**src/rtl/alm_pkg.sv**
```systemverilog
package alm_pkg;
  localparam int NUM_FIELDS = 5;
  localparam int VAL_W      = 7;

  typedef enum logic [2:0] {
    FLD_SEC  = 3'd0,
    FLD_MIN  = 3'd1,
    FLD_HOUR = 3'd2,
    FLD_MDAY = 3'd3,
    FLD_WDAY = 3'd4
  } field_e;

  // bits of each field that take part in the compare
  function automatic logic [VAL_W-1:0] field_mask(input int idx);
    case (idx)
      FLD_SEC, FLD_MIN:   return 7'h7F;
      FLD_HOUR, FLD_MDAY: return 7'h3F;
      default:            return 7'h07;
    endcase
  endfunction
endpackage

```
**src/rtl/alm_regs.sv**
```systemverilog
module alm_regs
  import alm_pkg::*;
#(
  parameter int ADDR_W = 8,
  parameter int DATA_W = 8,
  parameter logic [ADDR_W-1:0] BASE = 8'h0B
) (
  input  logic                              clk,
  input  logic                              rst,
  input  logic                              wr_en_i,
  input  logic [ADDR_W-1:0]                 wr_addr_i,
  input  logic [DATA_W-1:0]                 wr_data_i,
  output logic [NUM_FIELDS-1:0][DATA_W-1:0] regs_o
);
  localparam logic [DATA_W-1:0] RST_VAL = DATA_W'(1) << (DATA_W-1);

  logic [NUM_FIELDS-1:0] sel;

  for (genvar g = 0; g < NUM_FIELDS; g++) begin : g_fld
    assign sel[g] = wr_en_i && (wr_addr_i == ADDR_W'(BASE + g));

    always_ff @(posedge clk) begin
      if (rst)         regs_o[g] <= RST_VAL;
      else if (sel[g]) regs_o[g] <= wr_data_i;
    end


    wr_lands_chk: assert property (@(posedge clk) disable iff (rst)
      sel[g] |=> regs_o[g] == $past(wr_data_i));
  end


  one_sel_chk: assert property (@(posedge clk) disable iff (rst) $onehot0(sel));
endmodule

```
**src/rtl/alm_match.sv**
```systemverilog
module alm_match
  import alm_pkg::*;
#(
  parameter int DATA_W = 8
) (
  input  logic                              clk,
  input  logic                              rst,
  input  logic                              tick_i,
  input  logic [NUM_FIELDS-1:0][DATA_W-1:0] regs_i,
  input  logic [NUM_FIELDS-1:0][VAL_W-1:0]  now_i,
  output logic                              hit_o
);
  localparam int OFF_BIT = DATA_W - 1;

  logic [NUM_FIELDS-1:0] used, agree;

  for (genvar g = 0; g < NUM_FIELDS; g++) begin : g_cmp
    localparam logic [VAL_W-1:0] MSK = field_mask(g);
    assign used[g]  = ~regs_i[g][OFF_BIT];
    assign agree[g] = ~used[g] |
                      ((regs_i[g][VAL_W-1:0] & MSK) == (now_i[g] & MSK));
  end

  assign hit_o = tick_i & (|used) & (&agree);


  hit_tick_chk: assert property (@(posedge clk) disable iff (rst) hit_o |-> tick_i);

  hit_used_chk: assert property (@(posedge clk) disable iff (rst)
    hit_o |-> $countones(used) > 0);
endmodule

```
**src/rtl/alm_flag.sv**
```systemverilog
module alm_flag #(
  parameter int DATA_W   = 8,
  parameter int FLAG_BIT = 6,
  parameter int AIE_BIT  = 7
) (
  input  logic              clk,
  input  logic              rst,
  input  logic              ctrl_wr_i,
  input  logic [DATA_W-1:0] wr_data_i,
  input  logic              hit_i,
  output logic              flag_o,
  output logic              aie_o,
  output logic              irq_n_o
);
  logic flag_d, aie_d;

  always_comb begin
    flag_d = flag_o;
    aie_d  = aie_o;
    if (ctrl_wr_i) begin
      aie_d = wr_data_i[AIE_BIT];
      if (!wr_data_i[FLAG_BIT]) flag_d = 1'b0;
    end
    if (hit_i) flag_d = 1'b1;
  end

  always_ff @(posedge clk) begin
    if (rst) begin
      flag_o  <= 1'b0;
      aie_o   <= 1'b0;
      irq_n_o <= 1'b1;
    end else begin
      flag_o  <= flag_d;
      aie_o   <= aie_d;
      irq_n_o <= ~(flag_d & aie_d);
    end
  end


  flag_rise_chk: assert property (@(posedge clk) disable iff (rst)
    $rose(flag_o) |-> $past(hit_i));

  flag_keep_chk: assert property (@(posedge clk) disable iff (rst)
    (flag_o && !(ctrl_wr_i && !wr_data_i[FLAG_BIT])) |=> flag_o);

  set_wins_chk: assert property (@(posedge clk) disable iff (rst)
    hit_i |=> flag_o);

  irq_level_chk: assert property (@(posedge clk) disable iff (rst)
    irq_n_o == !(flag_o && aie_o));
endmodule

```
**src/rtl/alarm_cmp.sv**
```systemverilog
module alarm_cmp
  import alm_pkg::*;
#(
  parameter int ADDR_W = 8,
  parameter int DATA_W = 8,
  parameter logic [ADDR_W-1:0] CTRL_ADDR = 8'h01,
  parameter logic [ADDR_W-1:0] ALM_BASE  = 8'h0B
) (
  input  logic              clk,
  input  logic              rst,
  input  logic              wr_en_i,
  input  logic [ADDR_W-1:0] wr_addr_i,
  input  logic [DATA_W-1:0] wr_data_i,
  input  logic [ADDR_W-1:0] rd_addr_i,
  output logic [DATA_W-1:0] rd_data_o,
  input  logic              tick_i,
  input  logic [6:0]        sec_i,
  input  logic [6:0]        min_i,
  input  logic [5:0]        hour_i,
  input  logic [5:0]        mday_i,
  input  logic [2:0]        wday_i,
  output logic              alarm_flag_o,
  output logic              irq_n_o
);
  localparam int AIE_BIT  = DATA_W - 1;
  localparam int FLAG_BIT = DATA_W - 2;

  logic [NUM_FIELDS-1:0][DATA_W-1:0] alm_regs_q;
  logic [NUM_FIELDS-1:0][VAL_W-1:0]  now;
  logic                              hit, aie, ctrl_wr;
  logic [DATA_W-1:0]                 rd_d;

  assign now[FLD_SEC]  = VAL_W'(sec_i);
  assign now[FLD_MIN]  = VAL_W'(min_i);
  assign now[FLD_HOUR] = VAL_W'(hour_i);
  assign now[FLD_MDAY] = VAL_W'(mday_i);
  assign now[FLD_WDAY] = VAL_W'(wday_i);

  assign ctrl_wr = wr_en_i && (wr_addr_i == CTRL_ADDR);

  alm_regs #(.ADDR_W(ADDR_W), .DATA_W(DATA_W), .BASE(ALM_BASE)) u_regs (
    .clk(clk), .rst(rst), .wr_en_i(wr_en_i), .wr_addr_i(wr_addr_i),
    .wr_data_i(wr_data_i), .regs_o(alm_regs_q));

  alm_match #(.DATA_W(DATA_W)) u_match (
    .clk(clk), .rst(rst), .tick_i(tick_i), .regs_i(alm_regs_q),
    .now_i(now), .hit_o(hit));

  alm_flag #(.DATA_W(DATA_W), .FLAG_BIT(FLAG_BIT), .AIE_BIT(AIE_BIT)) u_flag (
    .clk(clk), .rst(rst), .ctrl_wr_i(ctrl_wr), .wr_data_i(wr_data_i),
    .hit_i(hit), .flag_o(alarm_flag_o), .aie_o(aie), .irq_n_o(irq_n_o));

  always_comb begin
    rd_d = '0;
    if (rd_addr_i == CTRL_ADDR) begin
      rd_d[AIE_BIT]  = aie;
      rd_d[FLAG_BIT] = alarm_flag_o;
    end
    for (int i = 0; i < NUM_FIELDS; i++)
      if (rd_addr_i == ADDR_W'(ALM_BASE + i)) rd_d = alm_regs_q[i];
  end

  always_ff @(posedge clk) begin
    if (rst) rd_data_o <= '0;
    else     rd_data_o <= rd_d;
  end


  aie_wr_chk: assert property (@(posedge clk) disable iff (rst)
    ctrl_wr |=> aie == $past(wr_data_i[AIE_BIT]));
endmodule

```
**config.mk**
```make
export PLATFORM = sky130hd
export DESIGN_NAME = alarm_cmp
export DESIGN_NICKNAME = d
export VERILOG_FILES = /design/src/rtl/alm_pkg.sv /design/src/rtl/alm_regs.sv /design/src/rtl/alm_match.sv /design/src/rtl/alm_flag.sv /design/src/rtl/alarm_cmp.sv
export SDC_FILE = /design/constraint.sdc
export NUM_CORES = 1
export LEC_CHECK = 0
export BUFFER_PORTS_ARGS = -buffer_cell sky130_fd_sc_hd__clkbuf_2
export CAP_MARGIN = 5
export CORE_AREA = 2 2 94 96
export CTS_BUF_LIST = sky130_fd_sc_hd__clkbuf_8
export CTS_CLUSTER_DIAMETER = 40
export CTS_CLUSTER_SIZE = 10
export DETAILED_ROUTE_END_ITERATION = 8
export DIE_AREA = 0 0 96 98
export PLACE_DENSITY = 0.61
export SLEW_MARGIN = 20
export SYNTH_ARGS = -nofsm -noshare
export SYNTH_HDL_FRONTEND = slang
export SYNTH_SLANG_ARGS = --single-unit
export TNS_END_PERCENT = 50
```
**constraint.sdc**
```tcl
create_clock -name clk -period 4.8 [get_ports clk]
set_input_delay 1.44 -clock clk [delete_from_list [all_inputs] [get_ports clk]]
set_output_delay 1.44 -clock clk [all_outputs]
set_load 0.01 [all_outputs]
```
Word level (Yosys, flattened, before mapping)
Cells that the tools add are included.
{"block": "op_classes", "n_mux": 10, "n_reduce_logical": 8, "bitwise_logic": 14, "eq_ne": 17}
{"op": "== test 8 x 4 -> 1 bit (second input constant)", "n": 10}
{"op": "2-to-1 mux 8 bit", "n": 5}
{"op": "== test 8 x 1 -> 1 bit (second input constant)", "n": 2}
{"op": "== test 7 bit", "n": 2}
{"op": "== test 6 bit", "n": 2}
{"op": "logical AND 1 bit", "n": 6}
{"op": "inverter 1 bit", "n": 6}
{"op": "bitwise OR 1 bit", "n": 5}
{"op": "AND reduction 5 bit", "n": 1}
{"op": "OR reduction 5 bit", "n": 1}
{"op": "2-to-1 mux 1 bit", "n": 4}
{"op": "bitwise AND 1 bit", "n": 3}
{"op": "== test 3 bit", "n": 1}
{"op": "2-to-1 mux 2 bit", "n": 1}
{"block": "totals", "output_inout_bits": 10, "elab_cells": 58, "in_bits": 57, "reg_bits": 51}

Depth between registers and ports, before layout
Gate-level depths: netlist of run 1.
{"block": "depth", "word_depth": 7, "mapped_depth": 7, "depth_no_buf": 5}

Cells and area by module
From an unflattened synthesis of run 1, not the netlist that was laid out.
{"block": "unflattened", "cells_unflattened": 273, "area_unflattened_um2": 2772.7}
{"module": "alm_regs", "cells_each": 146, "seq_area_each_um2": 800.8, "n_inst": 1, "area_per_inst_um2": 1639.1}
{"module": "alarm_cmp", "cells_each": 75, "seq_area_each_um2": 160.2, "n_inst": 1, "area_per_inst_um2": 685.7}
{"module": "alm_match", "cells_each": 43, "seq_area_each_um2": 0.0, "n_inst": 1, "area_per_inst_um2": 346.6}
{"module": "alm_flag", "cells_each": 9, "seq_area_each_um2": 60.1, "n_inst": 1, "area_per_inst_um2": 101.3}

Least setup slack after synthesis of run 1
Ideal clock, no wire load.
{"block": "synth_timing", "path_type": "input port to flip-flop", "startpoint": "input wr_addr_i[5]", "endpoint": "register u_regs.regs_o[15] in the netlist's numbering", "path_slack_ns": 2.025, "path_buffers": 1, "arrival_time_ns": 2.655, "path_stages": 6, "required_ns": 4.680, "setup_ns": 0.120, "cell_sequence": "nor4_2 and4_4 nor3b_2 buf_6 nor2b_2 a211o_1"}
{"block": "synth_between", "elab_chain_cells": 2}
{"item": "start, declared", "line_no": "alarm_cmp.sv:12", "source": "input logic [ADDR_W-1:0] wr_addr_i,"}
{"item": "== test 8 x 4 -> 1 bit", "line_no": "alm_regs.sv:20", "source": "assign sel[g] = wr_en_i && (wr_addr_i == ADDR_W'(BASE + g));"}
{"item": "logical AND 1 bit", "line_no": "alm_regs.sv:20"}
{"item": "end signal, assigned by index", "line_no": "alm_regs.sv:24", "source": "else if (sel[g]) regs_o[g] <= wr_data_i;"}
{"item": "end, declared", "line_no": "alm_regs.sv:13", "source": "output logic [NUM_FIELDS-1:0][DATA_W-1:0] regs_o"}
No other way between the ends.
A chain may end at the register's enable or synchronous reset.

Final worst setup path of run 1
{"block": "layout_timing", "startpoint": "input wr_addr_i[5]", "endpoint": "register u_regs.regs_o[12] in the netlist's numbering"}
The elaborated chain is that of the path after synthesis.

==> results of run 1 <==
-- kinds of logic after synthesis --
family                    count (synthesis)
xor gates and xnor gates                 29
AOI/OAI and AO/OA                        49
and+or+nand+nor                          92
muxes                                    37
DFF                                      51
buffers and inverters                    15
-- per-stage QoR --
stage	total power [W]	setup slack (ns)	hold slack, ns	cells
after floorplan	0.000468	2.02	0.463	273
after global placement	0.000509	1.51	0.480	435
after detailed placement	0.000510	1.41	0.485	435
after CTS	0.000867	1.75	0.502	443
after global routing	0.000896	1.62	0.521	443
final	0.000860	1.75	0.500	443
-- placed cells by master (no fill, tap or decap), drive strengths merged, types with 2 or more instances in the layout --
cell type | netlist | routed
xnor2 | 13 | 13
mux2i | 37 | 37
xor2 | 16 | 16
a22oi | 12 | 12
nor2b | 3 | 3
inv | 3 | 3
a21o | 7 | 7
nor4 | 7 | 7
o22a | 6 | 6
nor3b | 2 | 2
bufinv | 0 | 2
nand3b | 2 | 2
nand3 | 5 | 5
dfxtp | 51 | 51
a211o | 5 | 5
a31oi | 5 | 5
a41oi | 3 | 3
nand2 | 7 | 7
a21oi | 5 | 5
clkbuf | 7 | 71
and3 | 4 | 4
nor2 | 50 | 50
nor3 | 8 | 8
-- worst max-delay path: cells and delay by family --
family                 cells  cell delay [ns]
AND/OR/NAND/NOR            4             1.40
multiplexers               1             0.27
buffers and inverters      1             0.09
-- registers in the layout, summed over array words and instances, names as in the netlist --
signal,flops
u_flag.irq_n_o,1
rd_data_o,8
u_flag.flag_o,1
u_regs.regs_o,40
u_flag.aie_o,1
-- worst max-delay path by stage --
| stage | cells past startpoint | end |
|---|---|---|
| global route | 6 | u_regs.regs_o[10] |
| finish | 6 | u_regs.regs_o[12] |
| detailed placement | 6 | u_regs.regs_o[12] |
| CTS | 6 | u_regs.regs_o[12] |
| floorplan | 6 | u_regs.regs_o[15] |
| global placement | 6 | u_regs.regs_o[15] |
-- metal layers --
metal	vias up	part of all wire	wire (um)
met5	-	0	0
met4	0	0.018	121
met3	11	0.058	392
met2	70	0.49	3290
met1	1058	0.44	2930
li1	1103	-	-
-- area by class of cell --
cell class              instances  area [um2]  area share
clock buffers                   5        68.8      0.0222
well taps                     108         135      0.0437
inverters                       3        11.3     0.00364
repair buffers                 66         330       0.107
clock inverters                 3        67.6      0.0218
flip-flops and latches         51        1020       0.330
multi-input cells             207        1460       0.472
-- cell usage after synthesis (5+ instances only) --
| master | count | area (um2) |
|---|---|---|
| nor4_1 | 5 | 31.3 |
| a22oi_1 | 12 | 90.1 |
| xor2_1 | 16 | 140 |
| mux2i_1 | 37 | 370 |
| nor2_1 | 50 | 188 |
| xnor2_1 | 13 | 114 |
| nand2_1 | 7 | 26.3 |
| nor3_1 | 7 | 35.0 |
| o22a_1 | 6 | 52.6 |
| a211o_1 | 5 | 43.8 |
| clkbuf_1 | 7 | 26.3 |
| a31oi_1 | 5 | 31.3 |
| a21oi_1 | 5 | 25.0 |
| dfxtp_1 | 51 | 1020 |
| a21o_1 | 7 | 52.6 |
-- power groups by stage --
stage	Combinational, W	Clock, W	Sequential (W)
after floorplan	0.0000339	0	0.000434
after CTS	0.0000762	0.000367	0.000424
after global routing	0.0000840	0.000387	0.000424
after detailed placement	0.0000759	0	0.000434
final	0.0000756	0.000360	0.000424
after global placement	0.0000747	0	0.000434
==> results.toml, run 1 <==
[cells_and_area]
finalCoreUtilization = 0.366
antenna_cells = 0
nFillCells = 903
area_delta_synth_final_pct = 21.3
final_design_area_no_fill_um2 = 3100
nets = 391
drive_gt1_frac = 0.242

[worst_setup_path]
crit_chain = "clkbuf_2 -> nor4_2 -> and4_4 -> nor3b_2 -> mux2i_1 -> nor2_1"
crit_start = "wr_addr_i[5]"
slowest_delay_ns = 0.69
r2r_end = "u_flag.irq_n_o"
crit_fanout = 9
arrival_ns = 3.21
end_kind = "flop"
crit_slowest_cell = "nor3b_2"
r2r_cells = 5
rrSetupSlack_ns = 2.91
crit_path_start_kind = "primary input"
worstSetupPathType = "in2reg"
regToRegStartpoint = "u_regs.regs_o[18]"
cp.required_ns = 4.97

[power_and_ir_drop]
p_leak_nw = 1.43
power_frac_seq = 0.493
switching_share = 0.229
peakVddDrop_mv = 0.105
power.internal_w = 0.000663
clockPowerShare = 0.419
power.density_nw_per_um2 = 278
combPwrFrac = 0.088
p_sw_w = 0.000197

[drt]
viasPerCell = 5.06
dr.pass1.iters = 4
drc = 0
num_vias = 2242
wire_per_inst_um = 15.2
routed_wl_um = 6740
drt_iter0_drc = 97
drtAntennaViolNets = 0

[clocking]
cts_tree = "yes"
clock_sinks = 51
ctsHoldBuffers = 0
path_clk_slew_ns = 0.10
cts_max_level = 2
cts_buffer_depth = 2
clk_latency_ns = 0.31
cts_root_buf = "clkbuf_8"
cts_resized = 0
post_cts_buffers = 0
cts_made_buffers = 5

[global_route]
grt_util_met2 = 0.249
grt_pass1_vias = 2138
grt_use_met1 = 0.195
grt_pass1_wl_um = 10800
grt_most_used_layer = "met2"
antenna_found_initial = 0
overflow = 0
use_met3 = 0.0316
grt_usage = 0.152
grt_max_degree = 51

[logic_synthesis]
synth.area.mux_share = 0.145
synth-simple-area-share = 0.183
yosysSeqAreaShare = 0.400
synthCells = 273
yosys_warnings = 0
ys_seq_elements = 51
synth_edf_count = 0
synth_cell_types = 39
synth_compound_area_frac = 0.145
syn_nets = 330
synth-main-ff-cell = "dfxtp_1"
synth-xor-area-share = 0.0996
synth_top_family_by_area = "simple AND/OR/NAND/NOR gates"
synthArstFlopShare = 0
syn_area_um2 = 2550
synth_fa_ha_area_frac = 0
avgSynthCellArea_um2 = 9.35

[hold_path]
min_path_type = "reg2reg"
hold_end = "rd_data_o[3]"
hp-start = "u_regs.regs_o[35]"
whs_path_depth = 2

[die]
start_util = 0.301
design.die.area_um2 = 9410
rows = 34
ios = 67
dieHeight_um = 98
die_x_um = 96
core_area_um2 = 8470

[place]
gp_congestion = 0.868
dpl.hpwl_um = 5320
numPortBuffers = 66
postPlaceCellArea_um2 = 2960

[timing]
period_share = 0.635
setup_viol_count_final = 0
min_period_ns = 3.05
tns_ns = 0
clock.fmax_ghz = 0.328
worst_slew_pin_slew_ns = 1.03
hold_violations = 0
slew_viol_final = 0
finalClockSkew_ns = 0.00564
slew_headroom = 0.314
rsz0062_at_grt = "false"

[job]
cap_violations = 0

[outcome]
status = "finished clean"
Power figures use the tool's default switching activity.
==> run 2, diff against run 1 <==
PLACE_DENSITY = 0.63   (was 0.61)
clock period = 2.5 ns   (was 4.8 ns; I/O delays follow)
==> results.toml, run 2 (same netlist as run 1, synthesis figures left out) <==
[power_and_ir_drop]
power.total_w = 0.00144
power.density_nw_per_um2 = 463
combPwrFrac = 0.104
power.internal_w = 0.00107
p_sw_w = 0.000369
clockPowerShare = 0.332
switching_share = 0.256
power_frac_seq = 0.564
p_leak_nw = 1.45
peakVddDrop_mv = 0.173

[cells_and_area]
largest_register = "u_regs.regs_o"
final_design_area_no_fill_um2 = 3120
drive_gt1_frac = 0.259
largest_reg_flops = 40
area_delta_synth_final_pct = 22.1
antenna_cells = 0
final_common_cell = "clkbuf_2"
final_cell_mix = "clkbuf_2, dfxtp_1, nor2_1, mux2i_1, xor2_1"
top_regs = "u_regs.regs_o (40), rd_data_o (8)"
nets = 400

[worst_setup_path]
r2r_end = "u_flag.irq_n_o"
cp.required_ns = 2.68
rrSetupSlack_ns = 0.66
crit_path_start_kind = "primary input"
regToRegStartpoint = "u_regs.regs_o[18]"
r2r_cells = 6
arrival_ns = 2.16
crit_fanout = 2
end_kind = "flop"
worstSetupPathType = "in2reg"

[drt]
num_vias = 2235
wire_per_inst_um = 15.0
routed_wl_um = 6780
dr.pass1.iters = 4
viasPerCell = 4.94
drtAntennaViolNets = 0
drt_iter0_drc = 95
drc = 0

[clocking]
post_cts_buffers = 0
path_clk_slew_ns = 0.09
cts_max_level = 2
clock_sinks = 51
clk_latency_ns = 0.31
cts_tree = "yes"
cts_resized = 0
ctsHoldBuffers = 0
cts_buffer_depth = 2
cts_root_buf = "clkbuf_8"
cts_made_buffers = 5

[global_route]
grt_usage = 0.150
overflow = 0
grt_pass1_wl_um = 10800
antenna_found_initial = 0
grt_max_degree = 30
grt_pass1_vias = 2169

[hold_path]
whs_path_depth = 2
min_path_type = "reg2reg"
hold_end = "rd_data_o[4]"
hp-start = "u_regs.regs_o[36]"

[die]
die_x_um = 96
start_util = 0.301
design.die.area_um2 = 9410
core_area_um2 = 8470
ios = 67
dieHeight_um = 98
rows = 34

[place]
dpl.hpwl_um = 5480
gp_congestion = 0.858
numPortBuffers = 66
postPlaceCellArea_um2 = 3030

[outcome]
status = "finished clean"

[timing]
rsz0062_at_grt = "false"
slew_viol_final = 0
worst_slew_pin_slew_ns = 0.486
hold_violations = 0
finalClockSkew_ns = 0.00759
setup_viol_count_final = 0
period_share = 0.792
min_period_ns = 1.98
clock.fmax_ghz = 0.505
tns_ns = 0
slew_headroom = 0.675

[job]
cap_violations = 0
==> run 2: cell count changes in the layout (fill, tap and decap cells not counted) <==
cell and change:
buf_4 +9, bufinv_16 -2, inv_1 +1, inv_6 +1
==> run 2: worst max path at each step <==
stage                     slack [ns]           endpoint    startpoint
final                           0.52     u_flag.irq_n_o     hour_i[2]
after global routing            0.42     u_flag.irq_n_o     hour_i[2]
after CTS                       0.54     u_flag.irq_n_o     hour_i[2]
after detailed placement        0.21     u_flag.irq_n_o     hour_i[2]
after global placement          0.17     u_flag.irq_n_o     hour_i[2]
after floorplan                 0.41  u_regs.regs_o[15]  wr_addr_i[5]
==> run 2: metrics by stage <==
step | setup WS (ns) | util | std cells | hold slack (ns)
finish | 0.519 | 0.368 | 452 | 0.504
detailed placement | 0.208 | 0.358 | 444 | 0.487
global placement | 0.169 | 0.358 | 444 | 0.479
floorplan | 0.415 | - | 273 | 0.463
CTS | 0.542 | 0.368 | 452 | 0.509
global route | 0.416 | 0.368 | 452 | 0.525
==> run 2: area by class of cell <==
cell class / count / area, um2
clock buffer: 5 / 68.8
clock inverter: 3 / 20.0
fill: 869 / 5350
multi-input combinational: 207 / 1460
sequential: 51 / 1020
inverter: 3 / 11.3
timing repair buffer: 75 / 398
tap: 108 / 135
==> run 2: power groups by stage <==
stage | registers (W) | logic, W | clock network [W]
6_report | 0.000814 | 0.000150 | 0.000480
2_1_floorplan | 0.000833 | 0.0000650 | 0
3_3_place_gp | 0.000833 | 0.000149 | 0
5_1_grt | 0.000815 | 0.000165 | 0.000541
4_1_cts | 0.000814 | 0.000151 | 0.000502
3_5_place_dp | 0.000833 | 0.000150 | 0
==> run 2: critical path, stage by stage <==
cell and delay [ns]:
clkbuf_2 0.08, xor2_1 0.13, nor4_1 0.44, a31oi_1 0.15, nor4_1 0.32, buf_4 0.18, a41oi_1 0.11
==> run 2: metal layers <==
layer  track usage  wire length, um  share of wire  vias up
met2         0.240             3330           0.49       65
li1              -                -              -     1120
met1         0.201             2980           0.44     1040
met5             0                0              0        -
met3        0.0432              384          0.057       10
met4        0.0330               96          0.014        0
